$ cat src/rtl/pbc_pkg.sv
package pbc_pkg;

   localparam int BANK_PINS   = 32;
   localparam int OFS_W       = 9;   // bank window of 0x200 bytes

   typedef enum logic [3:0] {
      RS_NONE,
      RS_DIN,
      RS_DOUT,
      RS_OE,
      RS_TRIG,
      RS_BOTH,
      RS_POL,
      RS_MASK,
      RS_RAW,
      RS_MSTAT,
      RS_CLR,
      RS_PSEL,
      RS_PEN
   } reg_sel_e;

   function automatic reg_sel_e decode_ofs(input logic [OFS_W-1:0] ofs);
      case (ofs)
         9'h000:  return RS_DIN;
         9'h004:  return RS_DOUT;
         9'h008:  return RS_OE;
         9'h00C:  return RS_TRIG;
         9'h010:  return RS_BOTH;
         9'h014:  return RS_POL;
         9'h018:  return RS_MASK;
         9'h01C:  return RS_RAW;
         9'h020:  return RS_MSTAT;
         9'h024:  return RS_CLR;
         9'h034:  return RS_PSEL;
         9'h038:  return RS_PEN;
         default: return RS_NONE;
      endcase
   endfunction

endpackage

$ cat src/rtl/pbc_sync.sv
module pbc_sync #(
   parameter int W      = 64,
   parameter int STAGES = 2
) (
   input  logic         clk,
   input  logic         rst_n,
   input  logic [W-1:0] d,
   output logic [W-1:0] q
);

   generate
      if (STAGES < 2) begin : g_bad_stages
         $error("pbc_sync needs at least two stages");
      end
      if (W < 1) begin : g_bad_width
         $error("pbc_sync width must be positive");
      end
   endgenerate

   logic [W-1:0] stage_q [STAGES];

   genvar gi;
   generate
      for (gi = 0; gi < STAGES; gi++) begin : g_stage
         always_ff @(posedge clk or negedge rst_n) begin
            if (!rst_n) begin
               stage_q[gi] <= '0;
            end else begin
               if (gi == 0) begin
                  stage_q[gi] <= d;
               end else begin
                  stage_q[gi] <= stage_q[(gi > 0) ? gi - 1 : 0];
               end
            end
         end
      end
   endgenerate

   assign q = stage_q[STAGES-1];

endmodule

$ cat src/rtl/pbc_pin_detect.sv
module pbc_pin_detect (
   input  logic clk,
   input  logic rst_n,
   input  logic cur,
   input  logic lvl_mode,
   input  logic both,
   input  logic pol,
   output logic hit
);

   logic prev_q;
   logic rise;
   logic fall;

   always_ff @(posedge clk or negedge rst_n) begin
      if (!rst_n) begin
         prev_q <= 1'b0;
      end else begin
         prev_q <= cur;
      end
   end

   assign rise = cur & ~prev_q;
   assign fall = ~cur & prev_q;

   always_comb begin
      if (lvl_mode) begin
         hit = pol ? cur : ~cur;
      end else if (both) begin
         hit = rise | fall;
      end else begin
         hit = pol ? rise : fall;
      end
   end

endmodule

$ cat src/rtl/pbc_bank.sv
module pbc_bank
   import pbc_pkg::*;
#(
   parameter int PINS = 32
) (
   input  logic            clk,
   input  logic            rst_n,
   input  logic            wr_en,
   input  reg_sel_e        rsel,
   input  logic [31:0]     wdata,
   input  logic [PINS-1:0] pin_sync,
   output logic [31:0]     rd_word,
   output logic [PINS-1:0] dout,
   output logic [PINS-1:0] oe,
   output logic [PINS-1:0] psel,
   output logic [PINS-1:0] pen,
   output logic            masked_any
);

   generate
      if (PINS != 32) begin : g_bad_pins
         $error("pbc_bank holds exactly 32 pins");
      end
   endgenerate

   logic [PINS-1:0] trig_q, both_q, pol_q, mask_q, status_q;
   logic [PINS-1:0] set_vec;
   logic [PINS-1:0] clr_vec;

   // configuration registers
   always_ff @(posedge clk or negedge rst_n) begin
      if (!rst_n) begin
         dout   <= '0;
         oe     <= '0;
         trig_q <= '0;
         both_q <= '0;
         pol_q  <= '0;
         mask_q <= '0;
         psel   <= '0;
         pen    <= '0;
      end else if (wr_en) begin
         case (rsel)
            RS_DOUT: dout   <= wdata[PINS-1:0];
            RS_OE:   oe     <= wdata[PINS-1:0];
            RS_TRIG: trig_q <= wdata[PINS-1:0];
            RS_BOTH: both_q <= wdata[PINS-1:0];
            RS_POL:  pol_q  <= wdata[PINS-1:0];
            RS_MASK: mask_q <= wdata[PINS-1:0];
            RS_PSEL: psel   <= wdata[PINS-1:0];
            RS_PEN:  pen    <= wdata[PINS-1:0];
            default: ;
         endcase
      end
   end

   // per-pin event detection
   genvar gp;
   generate
      for (gp = 0; gp < PINS; gp++) begin : g_pin
         pbc_pin_detect u_det (
            .clk      (clk),
            .rst_n    (rst_n),
            .cur      (pin_sync[gp]),
            .lvl_mode (trig_q[gp]),
            .both     (both_q[gp]),
            .pol      (pol_q[gp]),
            .hit      (set_vec[gp])
         );
      end
   endgenerate

   assign clr_vec = (wr_en && rsel == RS_CLR) ? wdata[PINS-1:0] : '0;

   // a new event overrides a simultaneous acknowledge
   always_ff @(posedge clk or negedge rst_n) begin
      if (!rst_n) begin
         status_q <= '0;
      end else begin
         status_q <= (status_q & ~clr_vec) | set_vec;
      end
   end

   always_comb begin
      rd_word = '0;
      case (rsel)
         RS_DIN:   rd_word[PINS-1:0] = pin_sync;
         RS_DOUT:  rd_word[PINS-1:0] = dout;
         RS_OE:    rd_word[PINS-1:0] = oe;
         RS_TRIG:  rd_word[PINS-1:0] = trig_q;
         RS_BOTH:  rd_word[PINS-1:0] = both_q;
         RS_POL:   rd_word[PINS-1:0] = pol_q;
         RS_MASK:  rd_word[PINS-1:0] = mask_q;
         RS_RAW:   rd_word[PINS-1:0] = status_q;
         RS_MSTAT: rd_word[PINS-1:0] = status_q & mask_q;
         RS_PSEL:  rd_word[PINS-1:0] = psel;
         RS_PEN:   rd_word[PINS-1:0] = pen;
         default:  rd_word = '0;
      endcase
   end

   assign masked_any = |(status_q & mask_q);

   AST_CLEAR_TAKES: assert property (@(posedge clk) disable iff (!rst_n)
      (clr_vec != '0) |=> ((status_q & $past(clr_vec & ~set_vec)) == '0));

   AST_EVENT_WINS: assert property (@(posedge clk) disable iff (!rst_n)
      (set_vec != '0) |=> ((status_q & $past(set_vec)) == $past(set_vec)));

   AST_STATUS_CAUSE: assert property (@(posedge clk) disable iff (!rst_n)
      1'b1 |=> ((status_q & ~$past(status_q) & ~$past(set_vec)) == '0));

   AST_OE_HOLD: assert property (@(posedge clk) disable iff (!rst_n)
      !(wr_en && rsel == RS_OE) |=> $stable(oe));

endmodule

$ cat src/rtl/pin_bank_ctrl.sv
module pin_bank_ctrl
   import pbc_pkg::*;
#(
   parameter int  NUM_BANKS   = 2,
   parameter int  SYNC_STAGES = 2,
   localparam int BANK_W      = (NUM_BANKS > 1) ? $clog2(NUM_BANKS) : 1,
   localparam int ADDR_W      = OFS_W + BANK_W,
   localparam int NPINS       = NUM_BANKS * BANK_PINS
) (
   input  logic              clk,
   input  logic              rst_n,
   input  logic              bus_sel,
   input  logic              bus_wr,
   input  logic [ADDR_W-1:0] bus_addr,
   input  logic [31:0]       bus_wdata,
   output logic [31:0]       bus_rdata,
   input  logic [NPINS-1:0]  pad_in,
   output logic [NPINS-1:0]  pad_out,
   output logic [NPINS-1:0]  pad_oe,
   output logic [NPINS-1:0]  pull_en,
   output logic [NPINS-1:0]  pull_up,
   output logic              irq
);

   generate
      if (NUM_BANKS < 1) begin : g_bad_banks
         $error("pin_bank_ctrl needs at least one bank");
      end
   endgenerate

   logic [NPINS-1:0]  pin_sync;
   reg_sel_e          rsel;
   logic [BANK_W-1:0] bank_idx;
   logic              bank_ok;
   logic              rd_hit;
   logic              rd_req;
   logic [31:0]       bank_rd [NUM_BANKS];
   logic [NUM_BANKS-1:0] bank_irq;
   logic [31:0]       rd_mux;

   assign rsel     = decode_ofs(bus_addr[OFS_W-1:0]);
   assign bank_idx = bus_addr[ADDR_W-1:OFS_W];
   assign bank_ok  = (32'(bank_idx) < NUM_BANKS);
   assign rd_req   = bus_sel && !bus_wr;
   assign rd_hit   = bank_ok && (rsel != RS_NONE) && (rsel != RS_CLR);

   pbc_sync #(.W(NPINS), .STAGES(SYNC_STAGES)) u_sync (
      .clk   (clk),
      .rst_n (rst_n),
      .d     (pad_in),
      .q     (pin_sync)
   );

   genvar gb;
   generate
      for (gb = 0; gb < NUM_BANKS; gb++) begin : g_bank
         logic wr_this;
         assign wr_this = bus_sel && bus_wr && (32'(bank_idx) == gb);

         pbc_bank #(.PINS(BANK_PINS)) u_bank (
            .clk        (clk),
            .rst_n      (rst_n),
            .wr_en      (wr_this),
            .rsel       (rsel),
            .wdata      (bus_wdata),
            .pin_sync   (pin_sync[gb*BANK_PINS +: BANK_PINS]),
            .rd_word    (bank_rd[gb]),
            .dout       (pad_out[gb*BANK_PINS +: BANK_PINS]),
            .oe         (pad_oe[gb*BANK_PINS +: BANK_PINS]),
            .psel       (pull_up[gb*BANK_PINS +: BANK_PINS]),
            .pen        (pull_en[gb*BANK_PINS +: BANK_PINS]),
            .masked_any (bank_irq[gb])
         );
      end
   endgenerate

   always_comb begin
      rd_mux = '0;
      for (int b = 0; b < NUM_BANKS; b++) begin
         if (rd_hit && 32'(bank_idx) == b) begin
            rd_mux = bank_rd[b];
         end
      end
   end

   always_ff @(posedge clk or negedge rst_n) begin
      if (!rst_n) begin
         bus_rdata <= '0;
      end else if (rd_req) begin
         bus_rdata <= rd_mux;
      end
   end

   assign irq = |bank_irq;

   AST_UNMAPPED_ZERO: assert property (@(posedge clk) disable iff (!rst_n)
      (rd_req && !rd_hit) |=> (bus_rdata == '0));

   AST_IRQ_QUIET: assert property (@(posedge clk) disable iff (!rst_n)
      (bank_irq == '0) |-> !irq);

endmodule

$ cat config.mk
export PLATFORM = sky130hd
export DESIGN_NAME = pin_bank_ctrl
export DESIGN_NICKNAME = d
export VERILOG_FILES = /design/src/rtl/pbc_pkg.sv /design/src/rtl/pbc_sync.sv /design/src/rtl/pbc_pin_detect.sv /design/src/rtl/pbc_bank.sv /design/src/rtl/pin_bank_ctrl.sv
export SDC_FILE = /design/constraint.sdc
export NUM_CORES = 1
export LEC_CHECK = 0
export ABC_AREA = 1
export BUFFER_PORTS_ARGS = -buffer_cell sky130_fd_sc_hd__buf_2
export CAP_MARGIN = 5
export CORE_MARGIN = 2
export CORE_UTILIZATION = 54
export CTS_CLUSTER_DIAMETER = 30
export DETAILED_ROUTE_END_ITERATION = 10
export PLACE_DENSITY = 0.77
export SYNTH_ARGS = -nofsm -noshare
export SYNTH_HDL_FRONTEND = slang
export SYNTH_SLANG_ARGS = --single-unit
$ cat constraint.sdc
create_clock -name clk -period 1.1 [get_ports clk]
set_input_delay 0.055 -clock clk [delete_from_list [all_inputs] [get_ports clk]]
set_output_delay 0.055 -clock clk [all_outputs]
set_load 0.05 [all_outputs]
==> results.cfg, run 1 <==
[outcome]
status = did not finish
failing_step = 5_1_grt
stop_error = [ERROR GRT-0116] Global routing finished with congestion. Check the congestion regions in the DRC Viewer.

[synth]
ys_ff_latch = 800
syn-num-nets = 4791
ys_types = 27
ys_seq_area_frac = 0.537
yosysWarningCount = 0
syn_inst = 4553
avgSynthCellArea_um2 = 8.19
syn_area_um2 = 37300

[die]
start_util = 0.545
die_w_um = 267
rows = 96
die_y_um = 267
num_io_pins = 399

[clock_network]
cts-root-buf = clkbuf_16
cts_htree_levels = 4
clock_sinks = 800
clk_path_buf_depth = 3
cts-buffers-inserted = 162

[global_route]
grt_max_degree = 65
grt_pass1_wl_mm = 402
grt_pass1_vias = 60000
grtUsageTotal = 0.779
grt_overflow_total = 2

[placed_design]
hpwl_mm = 99.0
gp_congestion = 1.00
portBuffers = 398
[per-stage QoR]
step / hold WS, ns / std cells / area (um2) / util / setup WS (ns)
2_1_floorplan: -0.241 / 4553 / 37900 / - / -0.259
3_3_place_gp: -0.100 / 6492 / 47900 / 0.700 / -0.850
3_5_place_dp: -0.101 / 6492 / 47900 / 0.700 / -0.861
4_1_cts: 0.0508 / 7234 / 63100 / 0.922 / -1.52
[what timing repair did]
item                       in CTS
hold endpoints to repair     1472
resized for setup            1722
buffers inserted              298
setup endpoints to repair     387
pin swaps                     434
hold buffers                  163
gates cloned                    0
[kinds of logic after synthesis]
| logic type | after synthesis | share of synthesized area |
|---|---|---|
| buffers and inverters | 584 | 0.0608 |
| muxes | 5 | 0.00138 |
| adders and majority gates | 128 | 0.0429 |
| DFF | 800 | 0.537 |
| and+or+nand+nor | 2026 | 0.221 |
| AOI/OAI and AO/OA | 1010 | 0.137 |
[routing by layer]
| layer | global-route usage | overflow |
|---|---|---|
| met3 | 0.693 | 0 |
| met2 | 0.908 | 1 |
| met1 | 0.765 | 0 |
| met5 | 0.489 | 0 |
| met4 | 0.739 | 1 |
[Yosys cell counts]
master / instances / share of area
inv_1: 333 / 0.034
mux2i_1: 4 / 0.0011
clkinv_1: 2 / 0.00020
nand4_1: 17 / 0.0029
buf_2: 49 / 0.0066
nand2_1: 1261 / 0.13
nor3_2: 2 / 0.00054
nor3_1: 22 / 0.0030
nor2_1: 319 / 0.032
a21oi_1: 101 / 0.014
o21ai_0: 855 / 0.11
o21ai_1: 27 / 0.0036
ha_1: 128 / 0.043
mux2_2: 1 / 0.00030
inv_2: 9 / 0.00091
buf_6: 1 / 0.00030
nand3_1: 383 / 0.051
o211ai_1: 26 / 0.0052
dfrtp_1: 800 / 0.54
nor4_1: 5 / 0.00084
nand2_2: 9 / 0.0015
clkbuf_1: 185 / 0.019
buf_4: 2 / 0.00040
o2111ai_1: 1 / 0.00023
nor2_2: 4 / 0.00067
buf_1: 3 / 0.00030
nor2_4: 4 / 0.0012
==> run 2: changes to the inputs <==
--- a/config.mk
+++ b/config.mk
@@ -9,10 +9,9 @@
 export BUFFER_PORTS_ARGS = -buffer_cell sky130_fd_sc_hd__buf_2
 export CAP_MARGIN = 5
 export CORE_MARGIN = 2
-export CORE_UTILIZATION = 54
-export CTS_CLUSTER_DIAMETER = 30
+export CORE_UTILIZATION = 40
 export DETAILED_ROUTE_END_ITERATION = 10
-export PLACE_DENSITY = 0.77
+export PLACE_DENSITY_LB_ADDON = 0.15
 export SYNTH_ARGS = -nofsm -noshare
 export SYNTH_HDL_FRONTEND = slang
 export SYNTH_SLANG_ARGS = --single-unit
==> constraint.sdc (replaced) <==
create_clock -name clk -period 1.4 [get_ports clk]
set_input_delay 0.07 -clock clk [delete_from_list [all_inputs] [get_ports clk]]
set_output_delay 0.07 -clock clk [all_outputs]
set_load 0.05 [all_outputs]
==> run 2 against run 1 <==
Synthesized area is the same. Synthesized cell count stayed put. The flow now finishes, with violations (negative setup slack).
==> results.cfg, run 2 <==
[outcome]
status = complete, but fails checks
violations = negative setup slack

[placed_design]
dp_cells = 6478
gp_congestion = 0.969
hpwl_mm = 104
portBuffers = 398
dpl_cell_area_um2 = 45100

[clock_network]
clk_path_buf_depth = 3
cts_htree_levels = 3
cts-buffers-inserted = 92
clk-insertion-delay-late_ns = 0.68
cts-root-buf = clkbuf_16
clk_pin_slew_ns = 0.06
cts_tree = done
clock_sinks = 800

[timing]
slew_headroom = 0.552
rsz0062_at_grt = yes
hold_violations = 0
setup_ws_ns = -1.02
whs_ns = 0.0391
skew_ns = 0.0371
slew_violations = 0
finalSetupViolCount = 7
min_period_over_period = 1.73
max_freq_mhz = 413
timing.final.crit_period_ns = 2.42
worstMarginPinSlew_ns = 0.670

[final_layout]
nets = 5664
final_cells = 6751
area_growth_pct = 37.9
drive_gt1_frac = 0.234
final_cell_mix = nand2_1 (1,198), o21ai_0 (816), dfrtp_1 (741)
finalInstanceArea_um2 = 51400
layout_commonest_cell = nand2_1

[critical_path]
crit_end = irq
worstRegToRegCells = 9
reg2reg_to = bus_rdata[16]$_DFFE_PN0P_
r2r_setup_slack_ns = -0.05
critPathLaunch = g_bank[1].u_bank.status_q[28]$_DFF_PN0_
cp-start-kind = register
path_max_fanout = 2
endpoint_kind = primary output
worstSetupPathType = register to primary output
regToRegStartpoint = g_bank[1].u_bank.mask_q[16]$_DFFE_PN0P_
cp_data_arrival_time_ns = 2.35
cp.required_ns = 1.33

[power]
power.switching_mw = 12.4
clkPwrFrac = 0.474
internal_power_mw = 39.3
powerDensity_nw_per_um2 = 1010
combPwrFrac = 0.064
p_sw_frac = 0.240
ir_drop_v = 0.000819
p_seq_frac = 0.461
p_leak_nw = 24.7

[die]
core_region_area_um2 = 92900
die_y_um = 309
die_w_um = 309
rows = 112
start_util = 0.402
dieArea_um2 = 95700
num_io_pins = 399

[synth]
synth_compound_area_frac = 0.137
syn-num-nets = 4791
yosysWarningCount = 0
synth_ff_type = dfrtp_1
synth_top_cell_area_share = 0.537
synth-xor-area-share = 0
ys_ff_latch = 800
synth_top_family_by_area = simple AND/OR/NAND/NOR gates
synth-simple-area-share = 0.221
avgSynthCellArea_um2 = 8.19
yosys.area.top_type = dfrtp_1
ys_types = 27
synth_commonest_cells = nand2_1 (1,261), o21ai_0 (855), dfrtp_1 (800)
async_flop_share = 1.00
syn_inst = 4553
synthAdderAreaFrac = 0.0429
muxShareOfSynthArea = 0.00138
synth_edf_count = 0
ys_seq_area_frac = 0.537
yosysMostFrequentCell = nand2_1
synth_area_leaders = dfrtp_1 (54%), nand2_1 (13%), o21ai_0 (11%), nand3_1 (5.1%), ha_1 (4.3%)
syn_area_um2 = 37300

[drt]
drc = 0
wl_per_cell_um = 21.7
via_per_inst = 5.29
num_vias = 35700
drtPass1Iterations = 6
ant_nets = 0
routed_wl_mm = 147
drtIter0Drc = 3594

[global_route]
grt_max_degree = 81
antenna_found_initial = 1
grt_pass1_vias = 33800
grt_pass1_wl_mm = 216
grt_overflow_total = 0
grtUsageTotal = 0.304

[flow_run]
drv_cap = 0

[worst_hold_path]
min_path_type = input pin to register
## run 2: cell counts after synthesis
Identical to the previous run, type by type.
## run 2: power by group through the flow
stage	registers [mW]	clock network, mW	logic [mW]
finish	23.9	24.6	3.32
global route	23.9	25.9	3.63
CTS	23.9	24.9	3.29
detailed placement	24.3	0	2.97
global placement	24.3	0	2.95
floorplan	24.4	0	0.926
## run 2: kinds of logic (layout without fill, tap and decap cells)
family	after synthesis	count (layout)
compound gates	1010	1010
fa+ha+maj	128	128
buf+inv	584	1527
flops	800	800
mux	5	5
other cells	0	1
simple gates	2026	2026
## run 2: worst min path at each step
stage	start	to	slack, ns	cells past startpoint
detailed placement	rst_n	u_sync.q[9]$_DFF_PN0_	-0.05	1
global route	pad_in[31]	u_sync.stage_q[95]$_DFF_PN0_	0.02	2
finish	pad_in[53]	u_sync.stage_q[117]$_DFF_PN0_	0.04	2
CTS	pad_in[54]	u_sync.stage_q[118]$_DFF_PN0_	0.002	2
global placement	rst_n	u_sync.stage_q[75]$_DFF_PN0_	-0.05	1
floorplan	rst_n	bus_rdata[0]$_DFFE_PN0P_	-0.23	0
## run 2: metrics by stage
step / total power, mW / utilization / TNS (ns) / worst slack [ns]
after CTS: 52.1 / 0.547 / -1.85 / -0.990
after global routing: 53.4 / 0.554 / -2.67 / -1.08
after global placement: 27.2 / 0.485 / -243.86 / -0.666
final: 51.8 / 0.554 / -1.11 / -1.02
after detailed placement: 27.2 / 0.485 / -253.34 / -0.631
after floorplan: 25.3 / - / -3.11 / -0.0263
## run 2: worst max-delay path, cell delays in order, from the launching register on
cell and delay (ns):
dfrtp_1 0.38, nand2_1 0.09, nand4_1 0.17, buf_6 0.18
nor4_2 0.21, buf_4 0.18, nand4_1 0.23, buf_6 0.24
## run 2: repair_timing
action | 4_1_cts | 5_1_grt
endpoints found under the setup margin | 289 | 302
endpoints found under the hold margin | 1397 | 0
hold buffers | 99 | 0
setup buffers | 40 | 13
gates resized for setup | 580 | 193
pin swaps | 15 | 94
## run 2: metal layers
metal  part of all wire  routed length (um)  track usage
met1               0.44               64100        0.431
met2               0.43               63600        0.450
met3              0.092               13500       0.0762
met4              0.038                5510        0.110
met5           0.000089                  13            0
## run 2: final cells by class
class	instances	area (um2)
Inverter	344	1290
Clock inverter	24	246
Clock buffer	140	2840
Multi-Input combinational cell	3169	15500
Tap cell	1254	1570
Antenna cell	1	2.50
Sequential cell	800	20100
Timing Repair Buffer	1019	9850
Fill cell	8356	41500
Note: power is estimated with default switching activity, not from simulation.
==> run 3: changes to the inputs <==
--- a/config.mk
+++ b/config.mk
@@ -8,6 +8,7 @@
 export ABC_AREA = 1
 export BUFFER_PORTS_ARGS = -buffer_cell sky130_fd_sc_hd__buf_2
 export CAP_MARGIN = 5
+export CORE_ASPECT_RATIO = 1.1
 export CORE_MARGIN = 2
 export CORE_UTILIZATION = 40
 export DETAILED_ROUTE_END_ITERATION = 10
==> run 3 against run 2 <==
The run still ends with negative setup slack left. Global-route usage up 0.057 points. Final area is 0.76% lower. Final cell count down 0.24%. Setup slack worse by 0.11 ns. Clock-buffer cell count fell by 21. Sequential cell count did not move. Routed wire length grew 0.73%. Non-clock buffer count is 12 lower. Power rose by 2.3%. Register-to-register slack better by 0.06 ns. Combinational power about the same. Largest cell class unchanged.
==> results.cfg, run 3 (synthesis results as in run 2) <==
[outcome]
status = complete, but fails checks
violations = negative setup slack

[critical_path]
path_max_fanout = 2
regToRegStartpoint = g_bank[1].u_bank.status_q[28]$_DFF_PN0_
r2r_setup_slack_ns = 0.01
cp-start-kind = register
cp.required_ns = 1.33
endpoint_kind = primary output
worstSetupPathType = register to primary output
worstRegToRegCells = 10
reg2reg_to = bus_rdata[28]$_DFFE_PN0P_
cp_data_arrival_time_ns = 2.46

[final_layout]
final_cells = 6735
area_growth_pct = 36.8
finalInstanceArea_um2 = 51000
layout_commonest_cell = nand2_1
nets = 5648
final_cell_mix = nand2_1 (1,208), o21ai_0 (808), dfrtp_1 (729)
drive_gt1_frac = 0.233

[placed_design]
portBuffers = 398
hpwl_mm = 104
dpl_cell_area_um2 = 44700
dp_cells = 6454
gp_congestion = 0.947
pre_cts_ws_ns = -0.747

[clock_network]
clk-insertion-delay-late_ns = 0.66
cts_htree_levels = 3
clock_sinks = 800
clk_path_buf_depth = 3
cts-root-buf = clkbuf_16
clk_pin_slew_ns = 0.06
cts_tree = done
cts-buffers-inserted = 88

[die]
num_io_pins = 399
die_w_um = 295
dieArea_um2 = 95700
rows = 117
core_region_area_um2 = 92500
die_y_um = 324
start_util = 0.403

[power]
powerDensity_nw_per_um2 = 1040
ir_drop_v = 0.00103
p_total_mw = 53.0
p_leak_nw = 24.5

[timing]
finalSetupViolCount = 6
timing.final.crit_period_ns = 2.53
skew_ns = 0.0263
min_period_over_period = 1.81
slew_headroom = 0.632
slew_violations = 0
rsz0062_at_grt = yes
max_freq_mhz = 395
hold_violations = 0
setup_ws_ns = -1.13
worstMarginPinSlew_ns = 0.550
tns_ns = -1.18

[drt]
drtIter0Drc = 3834
routed_wl_mm = 148
ant_nets = 0
num_vias = 35800
via_per_inst = 5.31
drc = 0
wl_per_cell_um = 21.9
drtPass1Iterations = 6

[global_route]
grt_pass1_vias = 33800
grt_max_degree = 78
grt_overflow_total = 0
grtUsageTotal = 0.305
antenna_found_initial = 6
grt_pass1_wl_mm = 219

[worst_hold_path]
worstHoldPathCells = 2
hold_path_end = u_sync.stage_q[113]$_DFF_PN0_
min_path_type = input pin to register
worstHoldStart = pad_in[49]

[flow_run]
drv_cap = 0
## run 3: cell types whose count changed in the layout (fill, tap and decap cells not counted), moves of 9 or more
cell	previous run	this run
clkbuf_8	29	20
buf_8	62	40
nand2_2	68	58
bufinv_16	4	15
nand2_1	1198	1208
dfrtp_1	741	729
dfrtp_2	59	71
clkbuf_4	4	23
buf_4	511	541
buf_6	135	93
## run 3: through the flow
stage	utilization	hold slack, ns
after CTS	0.543	0.0134
after floorplan	-	-0.226
final	0.552	0.0444
after global routing	0.552	0.0296
after detailed placement	0.484	-0.0364
after global placement	0.484	-0.0404
## run 3: cell type report
| type | instances | area (um2) |
|---|---|---|
| Clock buffer | 119 | 2580 |
| Multi-Input combinational cell | 3169 | 15400 |
| Antenna cell | 3 | 7.51 |
| Fill cell | 8473 | 41500 |
| Inverter | 344 | 1300 |
| Sequential cell | 800 | 20100 |
| Timing Repair Buffer | 1007 | 9420 |
| Tap cell | 1249 | 1560 |
| Clock inverter | 44 | 628 |
## run 3: report_power, final
group	internal, mW	total (mW)	switching [mW]
registers	23.5	23.9	0.337
logic	1.16	3.31	2.15
clock network	15.7	25.8	10.1
## run 3: layer usage
layer	share of wire	track usage
met1	0.43	0.440
met4	0.035	0.106
met5	0.00030	0
met2	0.44	0.453
met3	0.094	0.0634
## run 3: repair_timing
item / 4_1_cts / 5_1_grt
hold buffers: 98 / 0
pin swaps: 2 / 85
gates cloned: 0 / 5
setup buffers: 27 / 18
resized for setup: 486 / 198
hold endpoints to repair: 1369 / 0
setup endpoints to repair: 264 / 136
## run 3: worst max-delay path by stage
stage / depth (start not counted) / from / to / slack (ns)
2_1_floorplan: 14 / bus_addr[1] / bus_rdata[10]$_DFFE_PN0P_ / -0.03
3_3_place_gp: 14 / bus_addr[7] / bus_rdata[0]$_DFFE_PN0P_ / -0.78
3_5_place_dp: 14 / bus_addr[7] / bus_rdata[0]$_DFFE_PN0P_ / -0.75
4_1_cts: 7 / g_bank[1].u_bank.mask_q[30]$_DFFE_PN0P_ / irq / -1.12
5_1_grt: 7 / g_bank[1].u_bank.mask_q[30]$_DFFE_PN0P_ / irq / -1.13
6_report: 7 / g_bank[1].u_bank.mask_q[30]$_DFFE_PN0P_ / irq / -1.13
## run 3: worst max-delay path, stage by stage (launching register included)
cell and delay [ns]:
dfrtp_1 0.40, nand2_2 0.10, nand4_1 0.22, buf_4 0.23, nor4_2 0.20, buf_4 0.18, nand4_1 0.23, buf_6 0.25
